--- src/rtl/uart_bank_pkg.sv ---
package uart_bank_pkg;
  localparam logic [31:0] ID_WORD    = 32'h0007_0002;
  localparam int unsigned CH_BASE    = 32'h1000;
  localparam int unsigned STRIDE_LOG = 9;
  localparam int unsigned DMA_BIT    = 8;

  localparam logic [11:0] OFF_ID    = 12'h000;
  localparam logic [11:0] OFF_CNT   = 12'h004;
  localparam logic [11:0] OFF_STAT  = 12'h008;
  localparam logic [11:0] OFF_ENSET = 12'h00C;
  localparam logic [11:0] OFF_ENCLR = 12'h010;
  localparam logic [11:0] OFF_WKSET = 12'h014;
  localparam logic [11:0] OFF_WKCLR = 12'h018;

  typedef enum logic [1:0] {
    ACC_NONE,
    ACC_GLOB,
    ACC_CHAN,
    ACC_VOID
  } acc_e;
endpackage

--- src/rtl/uart_bank_decode.sv ---
module uart_bank_decode
  import uart_bank_pkg::*;
#(
  parameter int unsigned NUM_CH = 8,
  parameter int unsigned ADDR_W = 14,
  parameter int unsigned SEL_W  = 3,
  localparam int unsigned IDX_W = ADDR_W - STRIDE_LOG
) (
  input  logic              req_i,
  input  logic [ADDR_W-1:0] addr_i,
  output acc_e              acc_o,
  output logic [IDX_W-1:0]  idx_o,
  output logic [SEL_W-1:0]  sel_o
);
  localparam logic [ADDR_W-1:0] BASE_L   = ADDR_W'(CH_BASE);
  localparam logic [IDX_W-1:0]  BASE_IDX = IDX_W'(CH_BASE >> STRIDE_LOG);
  localparam logic [IDX_W:0]    CNT_L    = (IDX_W+1)'(NUM_CH);

  logic in_chan;
  logic in_dma;

  assign in_chan = (addr_i >= BASE_L);
  assign in_dma  = addr_i[DMA_BIT];
  assign idx_o   = addr_i[ADDR_W-1:STRIDE_LOG] - BASE_IDX;
  assign sel_o   = addr_i[SEL_W-1:0];

  always_comb begin
    acc_o = ACC_NONE;
    if (req_i) begin
      if (!in_chan)                       acc_o = ACC_GLOB;
      else if (in_dma)                    acc_o = ACC_VOID;
      else if ({1'b0, idx_o} >= CNT_L)    acc_o = ACC_VOID;
      else                                acc_o = ACC_CHAN;
    end
  end
endmodule

--- src/rtl/uart_bank_glob.sv ---
module uart_bank_glob
  import uart_bank_pkg::*;
#(
  parameter int unsigned NUM_CH = 8
) (
  input  logic              clk_i,
  input  logic              rst_ni,
  input  logic              wr_i,
  input  logic [11:0]       off_i,
  input  logic [NUM_CH-1:0] wbits_i,
  input  logic [NUM_CH-1:0] ch_irq_i,
  output logic [31:0]       rdata_o,
  output logic              irq_o
);
  logic [NUM_CH-1:0] stat_q, en_q, wk_q;

  always_ff @(posedge clk_i or negedge rst_ni) begin
    if (!rst_ni) begin
      stat_q <= '0;
      en_q   <= '0;
      wk_q   <= '0;
    end else begin
      stat_q <= ch_irq_i;
      if (wr_i) begin
        unique case (off_i)
          OFF_ENSET: en_q <= en_q | wbits_i;
          OFF_ENCLR: en_q <= en_q & ~wbits_i;
          OFF_WKSET: wk_q <= wk_q | wbits_i;
          OFF_WKCLR: wk_q <= wk_q & ~wbits_i;
          default: ;
        endcase
      end
    end
  end

  assign irq_o = |(stat_q & en_q);

  always_comb begin
    unique case (off_i)
      OFF_ID:    rdata_o = ID_WORD;
      OFF_CNT:   rdata_o = 32'(NUM_CH);
      OFF_STAT:  rdata_o = 32'(stat_q);
      OFF_ENSET: rdata_o = 32'(en_q);
      OFF_ENCLR: rdata_o = ~32'(en_q);
      OFF_WKSET: rdata_o = 32'(wk_q);
      OFF_WKCLR: rdata_o = ~32'(wk_q);
      default:   rdata_o = '0;
    endcase
  end
endmodule

--- src/rtl/uart_bank_chport.sv ---
module uart_bank_chport #(
  parameter int unsigned NUM_CH = 8,
  parameter int unsigned IDX_W  = 5,
  parameter int unsigned CH_DW  = 8
) (
  input  logic                    hit_i,
  input  logic                    we_i,
  input  logic [IDX_W-1:0]        idx_i,
  input  logic [NUM_CH*CH_DW-1:0] ch_rdata_i,
  output logic [NUM_CH-1:0]       ch_wr_o,
  output logic [NUM_CH-1:0]       ch_rd_o,
  output logic [CH_DW-1:0]        rbyte_o
);
  for (genvar i = 0; i < NUM_CH; i++) begin : g_strb
    logic sel;
    assign sel        = hit_i && (idx_i == IDX_W'(i));
    assign ch_wr_o[i] = sel && we_i;
    assign ch_rd_o[i] = sel && !we_i;
  end

  always_comb begin
    rbyte_o = '0;
    for (int i = 0; i < NUM_CH; i++) begin
      if (idx_i == IDX_W'(i)) rbyte_o = ch_rdata_i[i*CH_DW +: CH_DW];
    end
  end
endmodule

--- src/rtl/uart_bank_regif.sv ---
module uart_bank_regif
  import uart_bank_pkg::*;
#(
  parameter int unsigned NUM_CH = 8,
  parameter int unsigned ADDR_W = 14,
  parameter int unsigned CH_DW  = 8,
  parameter int unsigned SEL_W  = 3
) (
  input  logic                    clk_i,
  input  logic                    rst_ni,
  input  logic                    req_i,
  input  logic                    we_i,
  input  logic [ADDR_W-1:0]       addr_i,
  input  logic [31:0]             wdata_i,
  output logic [31:0]             rdata_o,
  output logic                    rvalid_o,
  output logic                    irq_o,
  output logic [NUM_CH-1:0]       ch_wr_o,
  output logic [NUM_CH-1:0]       ch_rd_o,
  output logic [SEL_W-1:0]        ch_sel_o,
  output logic [CH_DW-1:0]        ch_wdata_o,
  input  logic [NUM_CH*CH_DW-1:0] ch_rdata_i,
  input  logic [NUM_CH-1:0]       ch_irq_i
);
  localparam int unsigned IDX_W = ADDR_W - STRIDE_LOG;

  acc_e             acc;
  logic [IDX_W-1:0] idx;
  logic [31:0]      glob_rd;
  logic [CH_DW-1:0] rbyte;
  logic [31:0]      rdata_q;
  logic             rvalid_q;
  logic             unused_wdata;

  assign unused_wdata = ^wdata_i;
  assign ch_wdata_o   = wdata_i[CH_DW-1:0];

  uart_bank_decode #(
    .NUM_CH(NUM_CH), .ADDR_W(ADDR_W), .SEL_W(SEL_W)
  ) u_dec (
    .req_i (req_i),
    .addr_i(addr_i),
    .acc_o (acc),
    .idx_o (idx),
    .sel_o (ch_sel_o)
  );

  uart_bank_glob #(.NUM_CH(NUM_CH)) u_glob (
    .clk_i   (clk_i),
    .rst_ni  (rst_ni),
    .wr_i    ((acc == ACC_GLOB) && we_i),
    .off_i   (addr_i[11:0]),
    .wbits_i (wdata_i[NUM_CH-1:0]),
    .ch_irq_i(ch_irq_i),
    .rdata_o (glob_rd),
    .irq_o   (irq_o)
  );

  uart_bank_chport #(
    .NUM_CH(NUM_CH), .IDX_W(IDX_W), .CH_DW(CH_DW)
  ) u_chp (
    .hit_i     (acc == ACC_CHAN),
    .we_i      (we_i),
    .idx_i     (idx),
    .ch_rdata_i(ch_rdata_i),
    .ch_wr_o   (ch_wr_o),
    .ch_rd_o   (ch_rd_o),
    .rbyte_o   (rbyte)
  );

  always_ff @(posedge clk_i or negedge rst_ni) begin
    if (!rst_ni) begin
      rdata_q  <= '0;
      rvalid_q <= 1'b0;
    end else begin
      rvalid_q <= req_i && !we_i;
      if (req_i && !we_i) begin
        unique case (acc)
          ACC_GLOB: rdata_q <= glob_rd;
          ACC_CHAN: rdata_q <= 32'(rbyte);
          default:  rdata_q <= '0;
        endcase
      end
    end
  end

  assign rdata_o  = rdata_q;
  assign rvalid_o = rvalid_q;
endmodule

--- config.mk ---
export PLATFORM = sky130hd
export DESIGN_NAME = uart_bank_regif
export DESIGN_NICKNAME = d
export VERILOG_FILES = /design/src/rtl/uart_bank_pkg.sv /design/src/rtl/uart_bank_decode.sv /design/src/rtl/uart_bank_glob.sv /design/src/rtl/uart_bank_chport.sv /design/src/rtl/uart_bank_regif.sv
export SDC_FILE = /design/constraint.sdc
export NUM_CORES = 1
export LEC_CHECK = 0
export BUFFER_PORTS_ARGS = -buffer_cell sky130_fd_sc_hd__buf_4
export CORE_ASPECT_RATIO = 1.75
export CORE_UTILIZATION = 44
export DETAILED_ROUTE_END_ITERATION = 8
export PLACE_DENSITY = 0.86
export SLEW_MARGIN = 20
export SYNTH_ARGS = -nofsm -noshare
export SYNTH_HDL_FRONTEND = slang
export SYNTH_SLANG_ARGS = --single-unit
--- constraint.sdc ---
create_clock -name clk_i -period 2.65 [get_ports clk_i]
set_clock_uncertainty 0.2 [all_clocks]
set_input_delay 0.3975 -clock clk_i [delete_from_list [all_inputs] [get_ports clk_i]]
set_output_delay 0.3975 -clock clk_i [all_outputs]
set_load 0.05 [all_outputs]
==> flow_results.org <==
** Detailed routing
- DR vias/cell :: 5.68
- Starting DRT DRC Count :: 225
- In the final routed layout, each cell accounts on average for 17.5 um.
- Aggregate routed wire length :: about 9600 um
- First-pass detailed-route iteration total :: 4
- Remaining routing DRC violations :: 0
- In this run the remaining antenna-violating nets after routing total 0.
- Routed via count :: 3132

** Power
- The internal power of the cells totals 1.12 mW.
- Sequential share of power :: 35.6%
- Summed over all nets, the switching power comes to 444 uW.
- In this run, the combinational gates consume 27.1% of the power.
- In this run switching power makes up 28.4% of total power.
- Power per cell area :: roughly 360 nW/um^2
- Summed over all cells, the static leakage comes to 2.05 nW.
- The worst-case IR drop observed on VDD is 299 uV.
- Clock network power share :: 37.3%

** Place
- Half-perimeter wire length after placement :: 7580 um
- RD Place Congestion :: 0.889
- Placed Instances :: between 500 and 600
- Before CTS, the worst setup slack after placement is -0.0381 ns.
- Buffers placed on the I/O ports in this run total 158.

** Setup path
- End of the critical path :: ch_rd_o[0]
- On the critical path, the stage with the largest delay is an instance of nor3_4.
- Worst flop-to-flop path endpoint :: rdata_o[3]
- Data on the critical path arrives at its endpoint at just under 2 ns.
- Peak fanout along the critical path :: 3
- Crit path required time :: 2.05 ns
- The critical path is of the primary input to output port type.
- Measured in cells, the most critical reg-to-reg path has a length of 4.
- Cell Chain, Critical Path :: buf_4 > inv_1 > ha_2 > nand4bb_4 > a21o_1 > nor3_2 > nand2_2 > nor3_4 > buf_6
- The setup check on the worst reg-to-reg path leaves a slack of 1.17 ns.
- STA classifies the critical path startpoint as a primary input.
- Kind of end point of the critical path :: output port
- Critical path's largest stage delay :: approximately 0.25 ns
- Critical path startpoint :: addr_i[13]

** Clock tree
- Clock tree from TritonCTS :: done
- For the worst-skew pair, the clock arrives at the later sink with an insertion delay of between 0.2 and 0.3 ns.
- Level count of the clock H-tree :: 2
- Clock tree root buffer cell :: clkbuf_16
- TritonCTS created 5 clock buffers.
- In this run the deepest clock path goes through 2 buffers.
- The clock net in this run drives a total of 35 sinks.
- Clock transition at path regs :: ~0.05 ns

** STA
- Share of the clock period used by the worst path :: 97.4%
- Max Clock Freq :: 387 MHz
- Once routing completed, OpenROAD measured the worst setup slack at about 0.069 ns.
- Setup violations remaining at the end of the flow were counted as 0.
- Hold violation total from the final report :: 0
- Measured against its own limit, the worst slew margin works out to 60.5%.
- The final number of max-transition violations is 0.
- Across all hold checks on the routed design, the worst slack comes to 0.0249 ns.
- Shortest period the worst path allows :: 2.58 ns
- At the pin with the least slew margin, the transition time is 0.593 ns.

** Logic synthesis
- Counting flops with an async set or reset pin after synthesis yields a share of 100%.
- Sequential elements use ~29% of the synthesized area.
- Synthesis produced a netlist with a net count of 461.
- The most used flip-flop cell after synthesis is dfrtp_1.
- The synthesized design contains 0 enable-type register cells.
- Counting flops and latches in the post-synthesis netlist gives 35.
- Counting distinct cell types in the post-synthesis netlist gives 64.
- The synthesized netlist occupies a cell area of 3050 um^2.
- Each instance of the synthesized netlist takes up on average between 9 and 10 um^2.
- The Yosys step of the flow raised 0 warnings.
- Synthesis produced a netlist whose cell count is 336.

** Floorplanning
- Area of the core :: 6640 um^2
- The die is around 65 um wide.
- Measured along the y axis, the die boundary spans roughly 110 um.
- After floorplanning, the core was divided into 39 placement rows.
- Total die area :: 7280 um^2
- Starting utilization of the core area :: between 40% and 50%
- Pin placement for this block handled 183 I/O pins.

** Worst hold path
- Hold Crit Class :: primary input to flop

** Layout
- Number of nets in the finished design :: roughly 590
- Most frequent cells in the layout :: buf_4, dfrtp_1, nand2_1, a21oi_1, mux2i_1
- The count of cells in the finished layout, fillers not included, comes to 551.
- The area growth from synthesis to layout is 43.9%.
- The library cell used most frequently in the layout, excluding fill and tap cells, is buf_4.
- Number of inserted diodes :: 0
- Fraction of layout instances using a drive strength above 1 :: 49.5%

** Global routing
- Via count of the first global-routing pass :: around 3100
- Overall track demand over capacity in global routing :: 26.2%
- Pin count of the biggest net entering global routing :: 39
- The first global-routing pass estimated around 15000 um of wire.
- The total overflow left after global routing is 0.
- Initial antenna violation count :: 0

** Outcome
- The flow ran to the end, and the final reports show no timing, DRC or antenna violations.

** Flow run
- Max-cap viol count :: 0
[through the flow]
step / setup TNS [ns] / util, % / instance area [um^2] / power (mW)
after global routing: -0.0224 / 66.1 / 4390 / 1.63
after CTS: -0.0434 / 65.4 / 4340 / 1.57
after global placement: 0 / 62.9 / 4180 / 0.974
after detailed placement: -0.0489 / 62.9 / 4180 / 0.983
after floorplan: -1.17 / - / 3130 / 0.794
final: 0 / 66.1 / 4390 / 1.56
[power by group through the flow]
stage / logic, mW / registers, mW / clock network [mW]
4_1_cts: 0.419 / 0.557 / 0.595
6_report: 0.424 / 0.558 / 0.584
2_1_floorplan: 0.205 / 0.589 / 0
3_3_place_gp: 0.408 / 0.566 / 0
3_5_place_dp: 0.416 / 0.567 / 0
5_1_grt: 0.452 / 0.558 / 0.615
[worst min path at each step]
stage / start / endpoint / slack [ns] / cells after the start
floorplan: rst_ni / async pin / -0.1 / 0
global placement: rst_ni / async pin / 0.17 / 1
detailed placement: rst_ni / u_glob.stat_q[0] / 0.17 / 1
CTS: ch_irq_i[6] / u_glob.stat_q[6] / 0.02 / 1
global route: ch_irq_i[7] / u_glob.stat_q[7] / 0.02 / 1
finish: ch_irq_i[6] / u_glob.stat_q[6] / 0.02 / 1
[timing repair]
item,CTS,global route
buffers inserted,0,2
pin swaps,0,4
resized for setup,1,10
hold endpoints to repair,35,0
endpoints found under the setup margin,2,9
hold buffers,1,0
[worst max-delay path: cells and delay by family]
kind | cells | cell delay, ns
and+or+nand+nor | 4 | 0.84
adders and majority gates | 1 | 0.19
buffers and inverters | 3 | 0.33
AOI/OAI and AO/OA | 1 | 0.22
[Yosys cell counts, types with 7 or more instances]
cell	count	share of area [%]
a21oi_1	18	3.0
a22oi_1	12	3.0
a41oi_1	8	2.3
buf_4	37	9.1
dfrtp_1	35	29
inv_1	12	1.5
mux2_2	10	3.7
mux2i_1	14	4.6
nand2_1	31	3.8
nand2b_1	8	1.6
nor2_1	18	2.2
nor3_1	8	1.3
o21ai_0	7	1.1
o22ai_1	7	1.4
[logic make-up (layout without fill, tap and decap cells)]
kind of cell,after synthesis,count (layout),share of synthesized area [%]
AND/OR/NAND/NOR,109,109,21.5
AO/OA/AOI/OAI,93,93,21.7
buffers and inverters,64,197,13.6
flip-flops,35,35,28.7
multiplexers,32,32,13.2
adder cells (fa/ha/maj),3,3,1.23
[cell type report]
cell class                 instances  area, um^2
timing repair buffer             177        1360
tap                               82         103
fill                             527        2250
sequential                        35         876
clock buffer                       7         143
clock inverter                     1        8.76
inverter                          12        45.0
multi-input combinational        237        1860
[per-layer routing]
metal	wire, um	GRT usage [%]
met5	0	0
met2	5460	49.7
met1	3230	26.0
met4	369	14.8
met3	565	3.66
Note: power is estimated with default switching activity, not from simulation.
